--- config.mk ---
export PLATFORM = sky130hd
export DESIGN_NAME = bwx_top
export DESIGN_NICKNAME = d
export VERILOG_FILES = /design/src/rtl/bwx_pkg.sv /design/src/rtl/bwx_regs.sv /design/src/rtl/bwx_win_dec.sv /design/src/rtl/bwx_top.sv
export SDC_FILE = /design/constraint.sdc
export NUM_CORES = 1
export LEC_CHECK = 0
export ABC_AREA = 1
export BUFFER_PORTS_ARGS = -buffer_cell sky130_fd_sc_hd__buf_2
export CAP_MARGIN = 15
export CORE_ASPECT_RATIO = 0.9
export CORE_MARGIN = 5
export CORE_UTILIZATION = 51
export DETAILED_ROUTE_END_ITERATION = 8
export GPL_TIMING_DRIVEN = 0
export PLACE_DENSITY = 0.88
export SYNTH_ARGS = -nofsm -noshare
export SYNTH_HDL_FRONTEND = slang
export SYNTH_SLANG_ARGS = --single-unit
--- constraint.sdc ---
create_clock -name clk -period 1.5 [get_ports clk]
set_input_delay 0.225 -clock clk [delete_from_list [all_inputs] [get_ports clk]]
set_output_delay 0.225 -clock clk [all_outputs]
set_load 0.005 [all_outputs]
--- src/rtl/bwx_pkg.sv ---
package bwx_pkg;
    localparam int NWIN = 2;   // windows, fixed by register layout
    localparam int HI_W = 3;   // CPU address lines a window may replace

    typedef enum logic [1:0] {
        WSZ_OFF = 2'd0,
        WSZ_8K  = 2'd1,
        WSZ_16K = 2'd2,
        WSZ_32K = 2'd3
    } win_size_e;

    typedef enum logic [2:0] {
        RA_SIZE  = 3'd0,
        RA_BASE  = 3'd1,
        RA_BANK1 = 3'd2,
        RA_BANK2 = 3'd3,
        RA_PMASK = 3'd4,
        RA_GPVAL = 3'd5
    } reg_addr_e;
endpackage

--- src/rtl/bwx_regs.sv ---
module bwx_regs
    import bwx_pkg::*;
#(
    parameter int XA_W = 6,
    parameter int DW   = 8
) (
    input  logic                          clk,
    input  logic                          rst_n,
    input  logic                          wr_en,
    input  logic [2:0]                    wr_addr,
    input  logic [DW-1:0]                 wr_data,
    output win_size_e [NWIN-1:0]          size_q,
    output logic [NWIN-1:0][HI_W-1:0]     base_q,
    output logic [NWIN-1:0][XA_W-1:0]     bank_q,
    output logic [XA_W-1:0]               pmask_q,
    output logic [XA_W-1:0]               gpval_q
);
    localparam int SZ_STRIDE = 2;
    localparam int BS_STRIDE = 4;

    logic unused_wr_bits;
    assign unused_wr_bits = ^{wr_data[DW-1], wr_data[BS_STRIDE-1]};

    always_ff @(posedge clk or negedge rst_n) begin
        if (!rst_n) begin
            for (int w = 0; w < NWIN; w++) begin
                size_q[w] <= WSZ_OFF;
                base_q[w] <= '0;
                bank_q[w] <= '0;
            end
            pmask_q <= '0;
            gpval_q <= '0;
        end else if (wr_en) begin
            unique case (wr_addr)
                RA_SIZE: for (int w = 0; w < NWIN; w++)
                    size_q[w] <= win_size_e'(wr_data[SZ_STRIDE*w +: 2]);
                RA_BASE: for (int w = 0; w < NWIN; w++)
                    base_q[w] <= wr_data[BS_STRIDE*w +: HI_W];
                RA_BANK1: bank_q[0] <= wr_data[XA_W-1:0];
                RA_BANK2: bank_q[1] <= wr_data[XA_W-1:0];
                RA_PMASK: pmask_q   <= wr_data[XA_W-1:0];
                RA_GPVAL: gpval_q   <= wr_data[XA_W-1:0];
                default: ;
            endcase
        end
    end

    AST_BANK1_NEXT: assert property (@(posedge clk) disable iff (!rst_n)
        (wr_en && wr_addr == RA_BANK1) |=> (bank_q[0] == $past(wr_data[XA_W-1:0])));
    AST_UNUSED_SEL: assert property (@(posedge clk) disable iff (!rst_n)
        (wr_en && wr_addr[2:1] == 2'b11) |=> ($stable(bank_q) && $stable(pmask_q) && $stable(gpval_q)));
endmodule

--- src/rtl/bwx_win_dec.sv ---
module bwx_win_dec
    import bwx_pkg::*;
#(
    parameter int XA_W = 6
) (
    input  logic              clk,
    input  logic              rst_n,
    input  win_size_e         size,
    input  logic [HI_W-1:0]   base,
    input  logic [XA_W-1:0]   bank,
    input  logic [HI_W-1:0]   cpu_hi,
    output logic              hit,
    output logic [XA_W-1:0]   xa
);
    logic [1:0] q16;      // CPU address in 16 KB units
    logic [1:0] b32;      // 32 KB window start in 16 KB units
    logic       in32;

    assign q16 = cpu_hi[HI_W-1:HI_W-2];

    always_comb begin
        b32  = base[HI_W-1] ? 2'd2 : {1'b0, base[HI_W-2]};
        in32 = (q16 == b32) || (q16 == b32 + 2'd1);
        hit  = 1'b0;
        xa   = bank;
        unique case (size)
            WSZ_OFF: begin
                hit = 1'b0;
            end
            WSZ_8K: begin
                hit = (cpu_hi == base);
                xa  = bank;
            end
            WSZ_16K: begin
                hit = (q16 == base[HI_W-1:HI_W-2]);
                xa  = {bank[XA_W-1:1], cpu_hi[0]};
            end
            WSZ_32K: begin
                hit = in32;
                xa  = {bank[XA_W-1:2], cpu_hi[1:0]};
            end
        endcase
    end

    AST_OFF_NO_HIT: assert property (@(posedge clk) disable iff (!rst_n)
        (size == WSZ_OFF) |-> !hit);
    AST_32K_KEEPS_LOW: assert property (@(posedge clk) disable iff (!rst_n)
        (size == WSZ_32K) |-> (xa[1:0] == cpu_hi[1:0]));
    AST_32K_TOP_BASE: assert property (@(posedge clk) disable iff (!rst_n)
        (size == WSZ_32K && base[HI_W-1] && cpu_hi[HI_W-1]) |-> hit);
endmodule

--- src/rtl/bwx_top.sv ---
module bwx_top
    import bwx_pkg::*;
#(
    parameter int CPU_AW = 16,
    parameter int XA_W   = 6,
    parameter int DW     = 8
) (
    input  logic                     clk,
    input  logic                     rst_n,
    input  logic                     wr_en,
    input  logic [2:0]               wr_addr,
    input  logic [DW-1:0]            wr_data,
    input  logic [CPU_AW-1:0]        cpu_addr,
    output logic [CPU_AW+HI_W-1:0]   phys_addr,
    output logic [XA_W-1:0]          xa_pin,
    output logic [NWIN-1:0]          win_hit,
    output logic                     rom_ok
);
    localparam int LO_W  = CPU_AW - HI_W;
    localparam int TOP_W = XA_W - HI_W;

    win_size_e [NWIN-1:0]          size_q;
    logic [NWIN-1:0][HI_W-1:0]     base_q;
    logic [NWIN-1:0][XA_W-1:0]     bank_q;
    logic [XA_W-1:0]               pmask_q;
    logic [XA_W-1:0]               gpval_q;
    logic [NWIN-1:0]               w_hit;
    logic [NWIN-1:0][XA_W-1:0]     w_xa;
    logic [HI_W-1:0]               cpu_hi;
    logic [XA_W-1:0]               xa;

    assign cpu_hi = cpu_addr[CPU_AW-1:LO_W];

    bwx_regs #(.XA_W(XA_W), .DW(DW)) i_regs (
        .clk(clk), .rst_n(rst_n), .wr_en(wr_en), .wr_addr(wr_addr),
        .wr_data(wr_data), .size_q(size_q), .base_q(base_q),
        .bank_q(bank_q), .pmask_q(pmask_q), .gpval_q(gpval_q)
    );

    for (genvar w = 0; w < NWIN; w++) begin : g_win
        bwx_win_dec #(.XA_W(XA_W)) i_dec (
            .clk(clk), .rst_n(rst_n), .size(size_q[w]), .base(base_q[w]),
            .bank(bank_q[w]), .cpu_hi(cpu_hi), .hit(w_hit[w]), .xa(w_xa[w])
        );
    end

    // lowest-numbered window wins
    always_comb begin
        win_hit = '0;
        xa      = {{TOP_W{1'b0}}, cpu_hi};
        for (int w = NWIN-1; w >= 0; w--) begin
            if (w_hit[w]) begin
                win_hit = '0;
                win_hit[w] = 1'b1;
                xa = w_xa[w];
            end
        end
    end

    assign phys_addr = {xa, cpu_addr[LO_W-1:0]};
    assign rom_ok    = ~|win_hit || (xa[XA_W-1:HI_W] == '0);

    for (genvar i = 0; i < XA_W; i++) begin : g_pin
        assign xa_pin[i] = pmask_q[i] ? xa[i] : gpval_q[i];
    end

    AST_WIN1_PRIORITY: assert property (@(posedge clk) disable iff (!rst_n)
        w_hit[0] |-> (win_hit == 2'b01 && phys_addr[CPU_AW+HI_W-1:LO_W] == w_xa[0]));
    AST_OUTSIDE_PASS: assert property (@(posedge clk) disable iff (!rst_n)
        (w_hit == '0) |-> (phys_addr[CPU_AW+HI_W-1:LO_W] == {{TOP_W{1'b0}}, cpu_addr[CPU_AW-1:LO_W]}));
    AST_ROM_GATED: assert property (@(posedge clk) disable iff (!rst_n)
        ((w_hit != '0) && (phys_addr[CPU_AW+HI_W-1:CPU_AW] != '0)) |-> !rom_ok);
    AST_LOW_THROUGH: assert property (@(posedge clk) disable iff (!rst_n)
        phys_addr[LO_W-1:0] == cpu_addr[LO_W-1:0]);
endmodule

## Word level (Yosys, flattened, before mapping)

Index checks and enable logic that the tools add are counted.

| word-level totals | value |
|---|---|
| word-level logic and storage cells | 60 |
| input bits | 30 |
| register bits | 34 |

| cells by class | value |
|---|---|
| eq/ne operators | 19 |
| add/subtract/negate cells | 2 |
| reduce and logical (&&, ||, !) cells | 15 |
| multiplexer cells | 16 |

Operator list:

| cell | number |
|---|---|
| $eq 2x2->1 | 6 |
| $mux 6 | 2 |
| $reduce_and 2->1 | 6 |
| $eq 2x2->1 const B | 4 |
| $mux 2 | 4 |
| $pmux 1 s4 | 2 |
| $pmux 2 s2 | 2 |
| $eq 3x2->1 const B | 2 |
| $eq 3x3->1 | 2 |
| $eq 3x3->1 const B | 2 |
| $logic_not 3->1 | 2 |
| $mux 1 | 6 |
| $add 2x1->2 const B | 2 |
| $eq 2x1->1 const B | 2 |
| $logic_not 2->1 | 2 |
| $eq 3x1->1 const B | 1 |
| $logic_or 1x1->1 | 3 |
| $reduce_or 2->1 | 1 |
| $logic_not 1->1 | 1 |

## Longest topological paths before layout

| logic depth | value |
|---|---|
| word-level depth | 10 |
| mapped depth | 12 |
| depth with buffers taken out | 12 |

## Hierarchy

From an unflattened synthesis, not the netlist that was laid out.

| unflattened totals | value |
|---|---|
| cell total of the unflattened synthesis | 289 |
| area total of the unflattened synthesis | 2,029.4 um^2 |

Modules (own cells, without submodules):

| module | sequential area each (um^2) | instances | area an instance (um^2) | cells each |
|---|---|---|---|---|
| bwx_regs | 850.8 | 1 | 1,396.3 | 161 |
| bwx_top | 0.0 | 1 | 360.3 | 68 |
| bwx_win_dec | 0.0 | 2 | 136.4 | 30 |

## Worst setup path before layout

OpenSTA, ideal clock, no wires.

| timing | value |
|---|---|
| path kind | reg-to-output |
| start point | register i_regs.base_q[4] (netlist name) |
| end point | output xa_pin[5] |
| cell stages (with the launch flop) | 12 |
| slack | 0.111 ns |
| data required time | 1.275 ns |
| data arrival time | 1.164 ns |
| cells stage by stage | dfrtp_1 > nand2_2 > nand2_1 > nand2_1 > nand3_2 > nor2_4 > nand2_2 > inv_2 > nand2_2 > nand2_2 > nand2_1 > nand2_1 |

| on the way | value |
|---|---|
| longest elaborated chain between the ends | 8 |

Ends and longest elaborated chain:

| item | line | text |
|---|---|---|
| from (decl) | bwx_regs.sv:13 | `output logic [NWIN-1:0][HI_W-1:0] base_q,` |
| from (signal, indexed assignment) | bwx_regs.sv:38 | `base_q[w] <= wr_data[BS_STRIDE*w +: HI_W];` |
| $mux 2 | bwx_win_dec.sv:22 | `b32 = base[HI_W-1] ? 2'd2 : {1'b0, base[HI_W-2]};` |
| $add 2x1->2 | bwx_win_dec.sv:23 | `in32 = (q16 == b32) \|\| (q16 == b32 + 2'd1);` |
| $eq 2x2->1 | bwx_win_dec.sv:23 |  |
| $logic_or 1x1->1 | bwx_win_dec.sv:23 |  |
| $pmux 1 s4 * | bwx_win_dec.sv:26 | `unique case (size)` |
| $mux 6 * (2 in a row) | bwx_top.sv:52 | `if (w_hit[w]) begin` |
| named net phys_addr[18] | bwx_top.sv:14 | `output logic [CPU_AW+HI_W-1:0] phys_addr,` |
| $mux 1 * | bwx_top.sv:64 | `assign xa_pin[i] = pmask_q[i] ? xa[i] : gpval_q[i];` |
| to (decl) | bwx_top.sv:15 | `output logic [XA_W-1:0] xa_pin,` |

The timed path passes the listed nets; every way through them passes the cells marked *.

## Worst setup path in the final report

| timing | value |
|---|---|
| start point | register i_regs.base_q[4] (netlist name) |
| end point | output xa_pin[5] |

| on the way | value |
|---|---|
| longest elaborated chain between the ends | 8 |

Ends and longest elaborated chain:

| item | line |
|---|---|
| $mux 2 | bwx_win_dec.sv:22 |
| $add 2x1->2 | bwx_win_dec.sv:23 |
| $eq 2x2->1 | bwx_win_dec.sv:23 |
| $logic_or 1x1->1 | bwx_win_dec.sv:23 |
| $pmux 1 s4 * | bwx_win_dec.sv:26 |
| $mux 6 * (2 in a row) | bwx_top.sv:52 |
| $mux 1 * | bwx_top.sv:64 |

Every way passes the cells marked *; elsewhere a longest branch is shown, timed or not.

==> results.md <==
- Status: finished with violations
- Failing checks: negative hold slack, negative setup slack
- Post-CTS Hold Fix Bufs: 0
- Global-route wire length before repair: ~7.1 mm
- Clock buffer count from CTS: 5
- PnR worst setup slack: -392 ps
- CTS Buffer Depth: 2
- Crit-path cells: nand2_2, nand2_2, nand2_4, nand3_4, nor2_4, nand2_2, inv_2, nand2_2, nand2_4, nand2_2, nand2_1, buf_2
- Final Hold Fails: 7
- Fmax: approximately 530 MHz
- Yosys reg bits: 34
- Synth top area cells: dfrtp_1 (46%), nand2_1 (17%), o21ai_0 (9.6%), inv_1 (6.6%), buf_4 (5.6%)
- Per-cell routed wire length: about 12 um
- Yosys top cell area share: a little under half
- Row count: 20
- Post-synth ARST share: 100%
- VDD IR max: roughly 0.84 mV
- Clk_skew: 0 ps
- Routability cong.: between 0.7 and 0.8
- CP startpoint: i_regs.base_q[4]$_DFFE_PN0P_
- Initial antenna violation count: 0
- Share of layout cells above drive strength 1: between 30% and 40%
- I/O pin count: a little under 60
- P_sw: 0.924 mW
- H-tree depth: 2
- Largest net degree at the start of global routing: 35
- Leakage: about 1.3 nW
- Setup TNS: -5080 ps
- Total Wirelength: 4.33 mm
- Cells after Synth: between 200 and 300
- Total gr overflow: 0
- Most frequent cell after synthesis: nand2_1
- Worst min-delay path class: in2async
- Initial Util: 54.1%
- Reg clk slew, reported paths: approximately 70 ps
- Max-slew headroom: just over 50%
- Ys Warns: 0
- Logic gate share of total power: between 30% and 40%
- Multi-input logic area: a little over 800 sq um
- Buffers on Ports: 43
- Non-Filler Instances: between 300 and 400
- DIE HEIGHT: between 60 and 70 um
- # nets final: approximately 340
- Number of flops mapped to enable cells by yosys: 0
- Synth unique cells: 22
- DR iter-0 viols: 120
- CP dominant cell by count: nand2_2
- Internal power: ~1.9 mW
- Number of global-route vias before repair: around 1600
- Tcrit/Tclk final: 126%
- Worst setup path category: reg2out
- Fillers: 273
- R2r worst-path depth: 4
- Die footprint: 4980 sq um
- Die Span X: around 74 um
- Crit. End Element: output pin
- DRC Markers: 0
- R2r startpoint: i_regs.base_q[4]$_DFFE_PN0P_
- Switching share of power: roughly a third
- Top_reg_cell synth: dfrtp_1
- R2R Path End: i_regs.base_q[4]$_DFFE_PN0P_
- DR pass1 iterations: 4
- Pwr dens: around 1200 nW/um^2
- Max FO, Critical Path: 4
- CP required: around 1300 ps
- RSZ-0062 raised after global routing: yes
- CP max-delay cell: dfrtp_1
- Synth Cell Area: about 1900 sq um
- Skew-Pair Late Insertion Delay: around 280 ps
- Synth cell count leaders: nand2_1 (85), o21ai_0 (36), dfrtp_1 (34)
- Max Slew Vio Count: 0
- Overall routing resource usage: a little under a fifth
- DRT antenna net count: 0
- Worst hold slack: -4.16 ps
- Worst Path Arrival: about 1700 ps
- Routed vias/inst: ~4.9
- Sinks on Clock Net: 34
- Core Box Area: 3450 sq um
- Maximum capacitance violations: 0
- Avg Inst Size Synth: 7.39 sq um
- Post-synth top area cell: dfrtp_1
- Worst setup endpoint: xa_pin[5]
- CP max stage delay: between 400 and 500 ps
- Clock power frac: 24.8%
- Post-synthesis sequential area ratio: a little under half
- Area grow syn2layout: 27.9%
- # setup viols final: 15
- DP Cell Count: 340
- Flop pwr share: ~43%
- Root Buffer: clkbuf_8
- Post-Syn Nets: approximately 280
- Min Tclk post-route: roughly 1900 ps
- Antenna cell count: 0
- Seq. cell area: 851 sq um
- CTS tree: built
- Via count: about 1800
- FF-to-FF setup slack: 580 ps
- Post-DP HPWL: between 3 and 4 mm
- CP Launch Type: register
- Worst slew pin tran: ~730 ps
[placed cells by master (no fill, tap or decap), types with 3 or more instances in the layout]
cell type	n
o21ai_0	35
buf_2	39
buf_4	23
buf_6	5
nor2_1	13
nand3_1	10
dfrtp_1	34
nand2_1	78
clkbuf_1	5
inv_1	33
clkbuf_8	6
nand2_2	11
o21ai_2	3
[how the worst min path moves through the flow]
stage                                         end  slack, ps  cells past startpoint
finish              i_regs.pmask_q[1]$_DFFE_PN0P_         -4                      1
global route        i_regs.gpval_q[0]$_DFFE_PN0P_         40                      1
CTS                 i_regs.gpval_q[0]$_DFFE_PN0P_         20                      1
detailed placement  i_regs.pmask_q[1]$_DFFE_PN0P_        330                      1
global placement     i_regs.base_q[4]$_DFFE_PN0P_        330                      1
floorplan            i_regs.bank_q[0]$_DFFE_PN0P_        -70                      0
[final cells by class]
cell class,count,area share (%)
Multi-Input combinational cell,164,33.9
Tap cell,44,2.30
Sequential cell,34,35.6
Clock buffer,6,3.45
Buffer,19,5.18
Timing Repair Buffer,53,13.3
Inverter,36,5.76
Clock inverter,2,0.523
[kinds of logic after synthesis]
group / after synthesis / synth area share [%]
and+or+nand+nor: 121 / 28.1
buffers and inverters: 55 / 14.0
AOI/OAI and AO/OA: 42 / 11.9
DFF: 34 / 45.5
xor gates and xnor gates: 1 / 0.469
[critical path: cells and delay by family, from the launching register on]
kind                   cells  cell delay [ps]
and+or+nand+nor           10              790
DFF                        1              410
buffers and inverters      2              180
[sequential cells by signal, indices dropped and copies added (netlist names)]
signal / count
i_regs.size_q: 4
i_regs.gpval_q: 6
i_regs.pmask_q: 6
i_regs.bank_q: 12
i_regs.base_q: 6
[repair_timing]
action | in CTS | in global routing
endpoints found under the setup margin | 15 | 15
pin swaps | 1 | 8
gates resized for setup | 5 | 15
gates cloned | 0 | 0
buffers inserted | 3 | 7
[metrics by stage]
step	util, %	setup slack [ps]	hold slack [ps]	cell area (sq um)	power [mW]
2_1_floorplan	-	111	-70.6	1870	1.69
3_3_place_gp	62.0	-78.5	329	2140	1.92
3_5_place_dp	62.0	-92.6	329	2140	1.96
4_1_cts	65.8	-386	20.9	2270	2.69
5_1_grt	69.2	-571	39.9	2390	3.01
6_report	69.2	-392	-4.16	2390	2.80
[power groups by stage]
| stage | combinational, mW | clock (mW) | sequential (mW) |
|---|---|---|---|
| finish | 0.895 | 0.696 | 1.21 |
| global route | 1.02 | 0.751 | 1.24 |
| CTS | 0.775 | 0.706 | 1.21 |
| detailed placement | 0.737 | 0 | 1.22 |
| global placement | 0.709 | 0 | 1.22 |
| floorplan | 0.501 | 0 | 1.19 |
[per-layer routing]
metal	vias to the layer above	track usage (%)	routed length [um]
met5	-	0	0
met4	0	5.66	67
met3	7	4.61	357
met2	59	30.6	2080
met1	807	23.4	1830
li1	888	-	-
(Power assumes the default switching activity.)
